$ cat src/rtl/disp_scan_pkg.sv
package disp_scan_pkg;
    localparam int SLOT_W     = 3;
    localparam int NUM_DIGITS = 5;
    localparam int SEG_W      = 7;
    localparam int BCD_DIGITS = 3;

    typedef logic [SEG_W-1:0] seg_t;

    localparam seg_t SEG_BLANK = 7'h7F;

    typedef enum logic [1:0] {
        DSEL_UNITS = 2'd0,
        DSEL_TENS  = 2'd1,
        DSEL_HUND  = 2'd2
    } dsel_e;
endpackage

$ cat src/rtl/bin2bcd.sv
module bin2bcd #(
    parameter int BIN_W = 8,
    parameter int DIG_N = 3
) (
    input  logic [BIN_W-1:0]   bin_i,
    output logic [DIG_N*4-1:0] bcd_o
);
    localparam int SH_W = DIG_N * 4 + BIN_W;

    logic [SH_W-1:0] sh;

    // shift-and-add-3, fully unrolled
    always_comb begin
        sh = '0;
        sh[BIN_W-1:0] = bin_i;
        for (int b = 0; b < BIN_W; b++) begin
            for (int d = 0; d < DIG_N; d++) begin
                if (sh[BIN_W + 4*d +: 4] >= 4'd5) begin
                    sh[BIN_W + 4*d +: 4] = sh[BIN_W + 4*d +: 4] + 4'd3;
                end
            end
            sh = sh << 1;
        end
        bcd_o = sh[BIN_W +: DIG_N*4];
    end
endmodule

$ cat src/rtl/seg7_encode.sv
module seg7_encode
    import disp_scan_pkg::*;
(
    input  logic [3:0] bcd_i,
    output seg_t       seg_o
);
    // active low, bit0 = a ... bit6 = g
    always_comb begin
        unique case (bcd_i)
            4'd0:    seg_o = 7'h40;
            4'd1:    seg_o = 7'h79;
            4'd2:    seg_o = 7'h24;
            4'd3:    seg_o = 7'h30;
            4'd4:    seg_o = 7'h19;
            4'd5:    seg_o = 7'h12;
            4'd6:    seg_o = 7'h02;
            4'd7:    seg_o = 7'h78;
            4'd8:    seg_o = 7'h00;
            4'd9:    seg_o = 7'h10;
            default: seg_o = SEG_BLANK;
        endcase
    end
endmodule

$ cat src/rtl/slot_map.sv
module slot_map
    import disp_scan_pkg::*;
(
    input  logic [SLOT_W-1:0]     slot_i,
    output logic                  src_acc_o,
    output dsel_e                 dsel_o,
    output logic [NUM_DIGITS-1:0] we_mask_o
);
    always_comb begin
        src_acc_o = 1'b0;
        dsel_o    = DSEL_UNITS;
        we_mask_o = '0;
        unique case (slot_i)
            3'd0: begin src_acc_o = 1'b0; dsel_o = DSEL_TENS;  we_mask_o = 5'b00001; end
            3'd1: begin src_acc_o = 1'b0; dsel_o = DSEL_UNITS; we_mask_o = 5'b00010; end
            3'd2: begin src_acc_o = 1'b1; dsel_o = DSEL_HUND;  we_mask_o = 5'b00100; end
            3'd3: begin src_acc_o = 1'b1; dsel_o = DSEL_TENS;  we_mask_o = 5'b01000; end
            3'd4: begin src_acc_o = 1'b1; dsel_o = DSEL_UNITS; we_mask_o = 5'b10000; end
            default: begin src_acc_o = 1'b0; dsel_o = DSEL_UNITS; we_mask_o = '0; end
        endcase
    end
endmodule

$ cat src/rtl/disp_scan_top.sv
module disp_scan_top
    import disp_scan_pkg::*;
#(
    parameter int PRESCALE_W = 16,
    parameter int VAL_W      = 8
) (
    input  logic             clk,
    input  logic             rst,
    input  logic [VAL_W-1:0] operand_i,
    input  logic [VAL_W-1:0] accum_i,
    output logic [SEG_W-1:0] seg_op_tens_o,
    output logic [SEG_W-1:0] seg_op_units_o,
    output logic [SEG_W-1:0] seg_acc_hund_o,
    output logic [SEG_W-1:0] seg_acc_tens_o,
    output logic [SEG_W-1:0] seg_acc_units_o
);
    localparam int CNT_W = PRESCALE_W + SLOT_W;
    localparam int BCD_W = BCD_DIGITS * 4;

    typedef struct packed {
        logic [CNT_W-1:0]            cnt;
        seg_t [NUM_DIGITS-1:0]       dig;
    } state_t;

    state_t st_d, st_q;

    logic [SLOT_W-1:0]         slot;
    logic [PRESCALE_W-1:0]     pre;
    logic                      strobe;
    logic                      src_acc;
    dsel_e                     dsel;
    logic [NUM_DIGITS-1:0]     we_mask;
    logic [NUM_DIGITS-1:0]     we_vec;
    logic [VAL_W-1:0]          src_val;
    logic [BCD_W-1:0]          bcd;
    logic [3:0]                nib;
    seg_t                      dec_seg;
    logic [NUM_DIGITS*SEG_W-1:0] dig_flat;

    assign slot   = st_q.cnt[CNT_W-1 -: SLOT_W];
    assign pre    = st_q.cnt[PRESCALE_W-1:0];
    assign strobe = (pre == PRESCALE_W'(1));

    slot_map u_map (
        .slot_i    (slot),
        .src_acc_o (src_acc),
        .dsel_o    (dsel),
        .we_mask_o (we_mask)
    );

    assign src_val = src_acc ? accum_i : operand_i;

    bin2bcd #(.BIN_W(VAL_W), .DIG_N(BCD_DIGITS)) u_bcd (
        .bin_i (src_val),
        .bcd_o (bcd)
    );

    always_comb begin
        unique case (dsel)
            DSEL_HUND: nib = bcd[11:8];
            DSEL_TENS: nib = bcd[7:4];
            default:   nib = bcd[3:0];
        endcase
    end

    seg7_encode u_seg (
        .bcd_i (nib),
        .seg_o (dec_seg)
    );

    assign we_vec = we_mask & {NUM_DIGITS{strobe}};

    always_comb begin
        st_d     = st_q;
        st_d.cnt = st_q.cnt + CNT_W'(1);
        for (int i = 0; i < NUM_DIGITS; i++) begin
            if (we_vec[i]) begin
                st_d.dig[i] = dec_seg;
            end
        end
    end

    always_ff @(posedge clk) begin
        if (rst) begin
            st_q.cnt <= '0;
            st_q.dig <= {NUM_DIGITS{SEG_BLANK}};
        end else begin
            st_q <= st_d;
        end
    end

    assign dig_flat        = st_q.dig;
    assign seg_op_tens_o   = st_q.dig[0];
    assign seg_op_units_o  = st_q.dig[1];
    assign seg_acc_hund_o  = st_q.dig[2];
    assign seg_acc_tens_o  = st_q.dig[3];
    assign seg_acc_units_o = st_q.dig[4];
endmodule

$ cat config.mk
export PLATFORM = sky130hd
export DESIGN_NAME = disp_scan_top
export DESIGN_NICKNAME = d
export VERILOG_FILES = /design/src/rtl/disp_scan_pkg.sv /design/src/rtl/bin2bcd.sv /design/src/rtl/seg7_encode.sv /design/src/rtl/slot_map.sv /design/src/rtl/disp_scan_top.sv
export SDC_FILE = /design/constraint.sdc
export NUM_CORES = 1
export LEC_CHECK = 0
export ABC_AREA = 1
export CORE_MARGIN = 4
export CORE_UTILIZATION = 30
export CTS_CLUSTER_DIAMETER = 200
export DETAILED_ROUTE_END_ITERATION = 16
export PLACE_DENSITY = 0.49
export SYNTH_ARGS = -nofsm -noshare
export SYNTH_HDL_FRONTEND = slang
export SYNTH_SLANG_ARGS = --single-unit
$ cat constraint.sdc
create_clock -name clk -period 5 [get_ports clk]
set_input_delay 0.5 -clock clk [delete_from_list [all_inputs] [get_ports clk]]
set_output_delay 0.5 -clock clk [all_outputs]
set_load 0.01 [all_outputs]
* Word-level counts from Yosys, hierarchy flattened
Memories as Yosys holds them, arrays and structs flattened. Index checks and enable logic that the tools add are counted.
Storage, ports and cells: register bits after elaboration 54, bits in read-only memories 112, input bits 18, output and inout port bits 35, logic and storage cells 78, memories 1
Cells by class: add/sub/neg operators 19, $lt $le $gt $ge 18, equal/unequal tests 7, muxes and demuxes 23, bitwise logic cells 1, reductions and logical operators 3
Memories:
- (no name shown) | words 16, bits a word 7, read ports 1, clocked after memory_dff 0, wr ports 0, line seg7_encode.sv:9 | unique case (bcd_i)
Operators by type and width (number):
- $ge A4 B3 Y1 const B | 15
- $mux W4 | 12
- $add A4 B2 Y4 const B | 11
- $pmux W5 S5 | 1
- $add A19 B1 Y19 const B | 1
- $mux W3 | 6
- $eq A16 B1 Y1 const B | 1
- $add A3 B2 Y3 const B | 4
- $mux W8 | 1
- $pmux W4 S2 | 1
- $add A1 B2 Y3 const B | 2
- $eq A3 B2 Y1 const B | 2
- $ge A1 B3 Y1 const B | 2
- $and A5 B5 Y5 | 1
- $pmux W2 S2 | 1
- $add A1 B2 Y3 const AB | 1
- $eq A3 B1 Y1 const B | 1
- $eq A3 B3 Y1 const B | 1
- $ge A1 B3 Y1 const AB | 1
- $logic_not A3 Y1 | 1
- $reduce_or A3 Y1 | 1
- $eq A2 B1 Y1 const B | 1
- $eq A2 B2 Y1 const B | 1
- $reduce_or A2 Y1 | 1
- $mux W1 | 1

* Longest topological paths before layout
An unclocked memory read counts as a cell.
depth in word-level cells 20, depth in mapped cells 48, depth with buffers taken out 48

* Hierarchy
Synthesis repeated with hierarchy kept, for this count alone.
Unflattened totals: cell total of the unflattened synthesis 534, area total of the unflattened synthesis 3552.2 um^2
By module, submodules not included:
- disp_scan_top | instances 1, cells each 349, area an instance 2572.5 um^2, sequential area each 1081.0 um^2
- bin2bcd | instances 1, cells each 135, area an instance 728.2 um^2, sequential area each 0.0 um^2
- seg7_encode | instances 1, cells each 35, area an instance 187.7 um^2, sequential area each 0.0 um^2
- slot_map | instances 1, cells each 15, area an instance 63.8 um^2, sequential area each 0.0 um^2

* Least setup slack after synthesis
OpenSTA, ideal clock, no wires.
path type register -> register, from reg st_q, in the netlist slot[1], to reg st_q, in the netlist seg_op_units_o[3], setup time 0.115 ns, arrival 4.626 ns, data required time 4.885 ns, slack 0.259 ns, stages on the path, launching flop included 49, path buffers 0, clock period less this slack 4.741 ns, cells stage by stage dfxtp_1 > nor2_2 > nand2_2 > nand2_4 > nand2_2 > nand2_4 > nand2_4 > o21ai_1 > inv_1 > ha_1 > inv_1 > nor2_1 > inv_1 > nand3_4 > nand2_4 > nand2_1 > nand2_1 > inv_1 > (+13 left out) > ha_1 > inv_1 > nand2_2 > nand2_2 > nor2_2 > nor2_1 > nand2_1 > nand2_1 > nand2_1 > nand2_2 > inv_2 > ha_1 > nand2_1 > nand2_1 > nand2_1 > nand2_2 > nand2_1 > nand2_1
Between the ends: word-level cells in the longest chain between the ends 20, elaborated cells on any way between the ends 64, those cells by class 16 x add/sub; 16 x order compare; 6 x eq/ne; 21 x mux; 1 x bitwise; 3 x reduce/logical; 1 x memory
RTL lines:
- start: declaration | line disp_scan_top.sv:25 | state_t st_d, st_q;
- start signal: assignment | line disp_scan_top.sv:88 | st_q <= st_d;
- $eq A3 B2 Y1 / $eq A3 B3 Y1 (equally long branches) | line slot_map.sv:13 | unique case (slot_i)
- $reduce_or A3 Y1 (no source line)
- $mux W1 | line slot_map.sv:13
- $mux W8 | line disp_scan_top.sv:51 | assign src_val = src_acc ? accum_i : operand_i;
- $ge A1 B3 Y1 / $add A1 B2 Y3 (equally long branches) | line bin2bcd.sv:18, bin2bcd.sv:19
- $mux W3 | line bin2bcd.sv:18 | if (sh[BIN_W + 4*d +: 4] >= 4'd5) begin
- $add A4 B2 Y4 / $ge A4 B3 Y1 (equally long branches) | line bin2bcd.sv:19, bin2bcd.sv:18
- $mux W4 | line bin2bcd.sv:18
- (+4 left out)
- $add A4 B2 Y4 (tied with other cells) | line bin2bcd.sv:19 | sh[BIN_W + 4*d +: 4] = sh[BIN_W + 4*d +: 4] + 4'd3;
- $mux W4 / $mux W3 (equally long branches) | line bin2bcd.sv:18
- $add A4 B2 Y4 (tied with other cells) | line bin2bcd.sv:19
- $mux W4 / $mux W3 (equally long branches) | line bin2bcd.sv:18
- $add A4 B2 Y4 (tied with other cells) | line bin2bcd.sv:19
- $mux W4 / $mux W3 (equally long branches) | line bin2bcd.sv:18
- $pmux W4 S2 | line disp_scan_top.sv:59 | unique case (dsel)
- $mem_v2 Z16 W7
Parallel ways exist; a longest one is shown, timed or not. A chain may end at the register's enable or synchronous reset.

* Worst setup path after layout
from in operand_i[7], to reg st_q, in the netlist seg_acc_units_o[5]
Between the ends: word-level cells in the longest chain between the ends 17, elaborated cells on any way between the ends 51, those cells by class 16 x add/sub; 16 x order compare; 18 x mux; 1 x memory
RTL lines:
- start: declaration | line disp_scan_top.sv:9 | input logic [VAL_W-1:0] operand_i,
- $mux W8 * | line disp_scan_top.sv:51
- $ge A1 B3 Y1 / $add A1 B2 Y3 (equally long branches) | line bin2bcd.sv:18, bin2bcd.sv:19
- $mux W3 * | line bin2bcd.sv:18
- $add A4 B2 Y4 / $ge A4 B3 Y1 (equally long branches) | line bin2bcd.sv:19, bin2bcd.sv:18
- $mux W4 * | line bin2bcd.sv:18
- $add A4 B2 Y4 / $ge A4 B3 Y1 (equally long branches) | line bin2bcd.sv:19, bin2bcd.sv:18
- $mux W4 | line bin2bcd.sv:18
- $add A4 B2 Y4 (tied with other cells) | line bin2bcd.sv:19
- $mux W4 / $mux W3 (equally long branches) | line bin2bcd.sv:18
- $add A4 B2 Y4 (tied with other cells) | line bin2bcd.sv:19
- $mux W4 / $mux W3 (equally long branches) | line bin2bcd.sv:18
- $add A4 B2 Y4 (tied with other cells) | line bin2bcd.sv:19
- $mux W4 / $mux W3 (equally long branches) | line bin2bcd.sv:18
- $add A4 B2 Y4 (tied with other cells) | line bin2bcd.sv:19
- $mux W4 / $mux W3 (equally long branches) | line bin2bcd.sv:18
- $pmux W4 S2 * | line disp_scan_top.sv:59
- $mem_v2 Z16 W7 *
Every way passes the cells marked *; elsewhere a longest branch is shown, timed or not.

==> run summary <==
status: finished clean
Synth area leader: dfxtp_1
skew final: 0.0124 ns
Period minus WS final: 4.71 ns
critical path peak fanout: 5
TritonCTS clock tree: built
hpwl dp: 6860 um
YS warnings: 0
Largest stage delay, worst path: 0.50 ns
Die Ht: 114 um
largest net degree at the start of global routing: 29
Initial Utilization: 0.308
fraction of layout cells with a size suffix above 1: 0.275
# IOs: 53
top cells by count, synth: nand2_1 (139), inv_1 (61), dfxtp_1 (54)
IO Port Bufs: 52
Final Setup Violations: 0
slowest CP cell: clkdlybuf4s50_1
antenna cells: 0
critical path arrival: 4.92 ns
CTS clk-pin slew, worst paths: 0.10 ns
First-pass DRT Iterations: 4
CTS root buf: clkbuf_8
Startpoint Class: input pin
Die Area: 12900 um^2
pre-CTS setup slack: -0.322 ns
GRT overflow: 0
Sinks on Clock Net: 54
Final Non-Filler Cells: 743
Syn Nets: 534
global-route wire length before repair: 15100 um
Routed WL: 9020 um
Max rail drop VDD: 145 uV
share of the yosys chip area belonging to registers: 0.323
gp weighted congestion: 0.841
Setup WS post-layout: 0.292 ns
share of the synthesized area in the top cell type: 0.323
H-tree levels: 2
Inst Count DP: 728
Final ANT Viol Nets: 0
Area Overhead vs Synth: 43.3%
core area: 10900 um^2
most frequent cell after synthesis: nand2_1
EDFF count, synth: 0
worst skew pair latency: 0.31 ns
mean post-synth cell area: 6.69 um^2
Final Cycle Share: 0.942
top achievable clock speed: 212 MHz
number of vias per cell: 4.57
most frequent CP cell: nand2_2
NumNets Final: 635
asr flop ratio synth: 0
post-layout util: 0.441
Hold WC Path Type: register to register
CP Class: input pin to register
#FFs+latches synth: 54
DRC: 0
Slew HR: 0.442
DR iter-0 viols: 124
crit end category: register
Most used DFF post-synth: dfxtp_1
Clock Tree Buf Depth: 2
Unique masters post-synth: 33
max_cap viols: 0
post-route setup TNS: 0 ns
gr usage total: 0.140
flop2flop setup slack: 0.36 ns
worst hold slack: 0.473 ns
Max Slew Vio Count: 0
Syn Inst Count: 501
vias in the first global route: 3313
worst-margin pin slew: 0.831 ns
final hold violations: 0
Die W: 114 um
WL per Instance: 12.1 um
CTS Buf Count: 5
PwrDens: 294 nW/um^2
FP Rows: 38
via count: 3395
Lkg Pwr: 1.99 nW
Post-CTS Hold Buffers: 0
initial antenna violation count: 0
Synth area leaders: dfxtp_1 (32%), nand2_1 (16%), a21oi_1 (7.0%)
critical path data required time: 5.21 ns
Post-Syn Area: 3350 um^2
==> layer usage <==
metal / global-route usage / share of wire / vias up
met5: 0 / 0 / -
met4: 0.0280 / 0.0088 / 0
met3: 0.0233 / 0.026 / 8
met2: 0.238 / 0.48 / 28
met1: 0.187 / 0.48 / 1549
li1: - / - / 1810
==> critical path: cells and delay by family <==
kind | cells | cell delay [ns]
buffers and inverters | 9 | 1.00
adders and majority gates | 5 | 0.89
AOI/OAI and AO/OA | 3 | 0.44
and+or+nand+nor | 26 | 2.07
==> power by group <==
group	switching (mW)	internal (mW)	total [mW]	leakage, nW
Sequential	0.00639	0.439	0.445	0.440
Combinational	0.386	0.272	0.658	1.48
Clock	0.145	0.165	0.310	0.0618
Total	0.538	0.876	1.41	1.99
==> cell type report <==
| class | instances | area [um^2] |
|---|---|---|
| tap | 140 | 175 |
| clock inverter | 2 | 38.8 |
| multi-input combinational | 372 | 2260 |
| sequential | 54 | 1090 |
| inverter | 69 | 267 |
| clock buffer | 6 | 82.6 |
| fill | 1118 | 6080 |
| timing repair buffer | 100 | 888 |
==> cell families (layout without fill, tap and decap cells) <==
family / count (synthesis) / after routing / share of synthesized area
flip-flops: 54 / 54 / 0.323
adder cells (fa/ha/maj): 15 / 15 / 0.0560
AO/OA/AOI/OAI: 75 / 75 / 0.125
buffers and inverters: 75 / 177 / 0.0844
multiplexers: 1 / 1 / 0.00299
AND/OR/NAND/NOR: 278 / 278 / 0.402
XOR/XNOR: 3 / 3 / 0.00784
==> layout by cell type (no fill, tap or decap), drive strengths merged, types with 2 or more instances in the layout <==
master | netlist | routed
nor4 | 4 | 4
clkbuf | 5 | 6
nor2 | 40 | 40
o21bai | 2 | 2
o211ai | 2 | 2
o21ai | 21 | 21
nand4 | 8 | 8
nor3 | 9 | 9
inv | 69 | 70
or2 | 3 | 3
xor2 | 3 | 3
clkdlybuf4s50 | 0 | 52
dfxtp | 54 | 54
ha | 15 | 15
nand2 | 174 | 174
buf | 1 | 48
a21oi | 47 | 47
nor3b | 2 | 2
nand3 | 36 | 36
==> state kept, by name, indices dropped and copies added (netlist names) <==
signal	cells
pre	16
seg_acc_hund_o	7
seg_acc_tens_o	7
seg_acc_units_o	7
seg_op_tens_o	7
seg_op_units_o	7
slot	3
==> per-stage QoR <==
stage          total power, mW  area [um^2]
6_report                  1.41         4800
5_1_grt                   1.52         4800
4_1_cts                   1.32         4460
3_3_place_gp              1.00         4330
2_1_floorplan            0.802         3350
3_5_place_dp              1.01         4330
==> timing repair <==
item                       4_1_cts  5_1_grt
pin swaps                        2       31
resized for setup                3       72
setup endpoints to repair       20       35
hold endpoints to repair         0        0
buffers inserted                 1        7
==> worst paths after layout <==
check	from	end	cells after the start
hold / removal	pre[0]	pre[0]	1
setup reg to reg	slot[2]	seg_acc_units_o[5]	44
setup / recovery	operand_i[7]	seg_acc_units_o[5]	43
hold reg to reg	pre[0]	pre[0]	1
No activity file was read; power rests on OpenSTA's default activity.
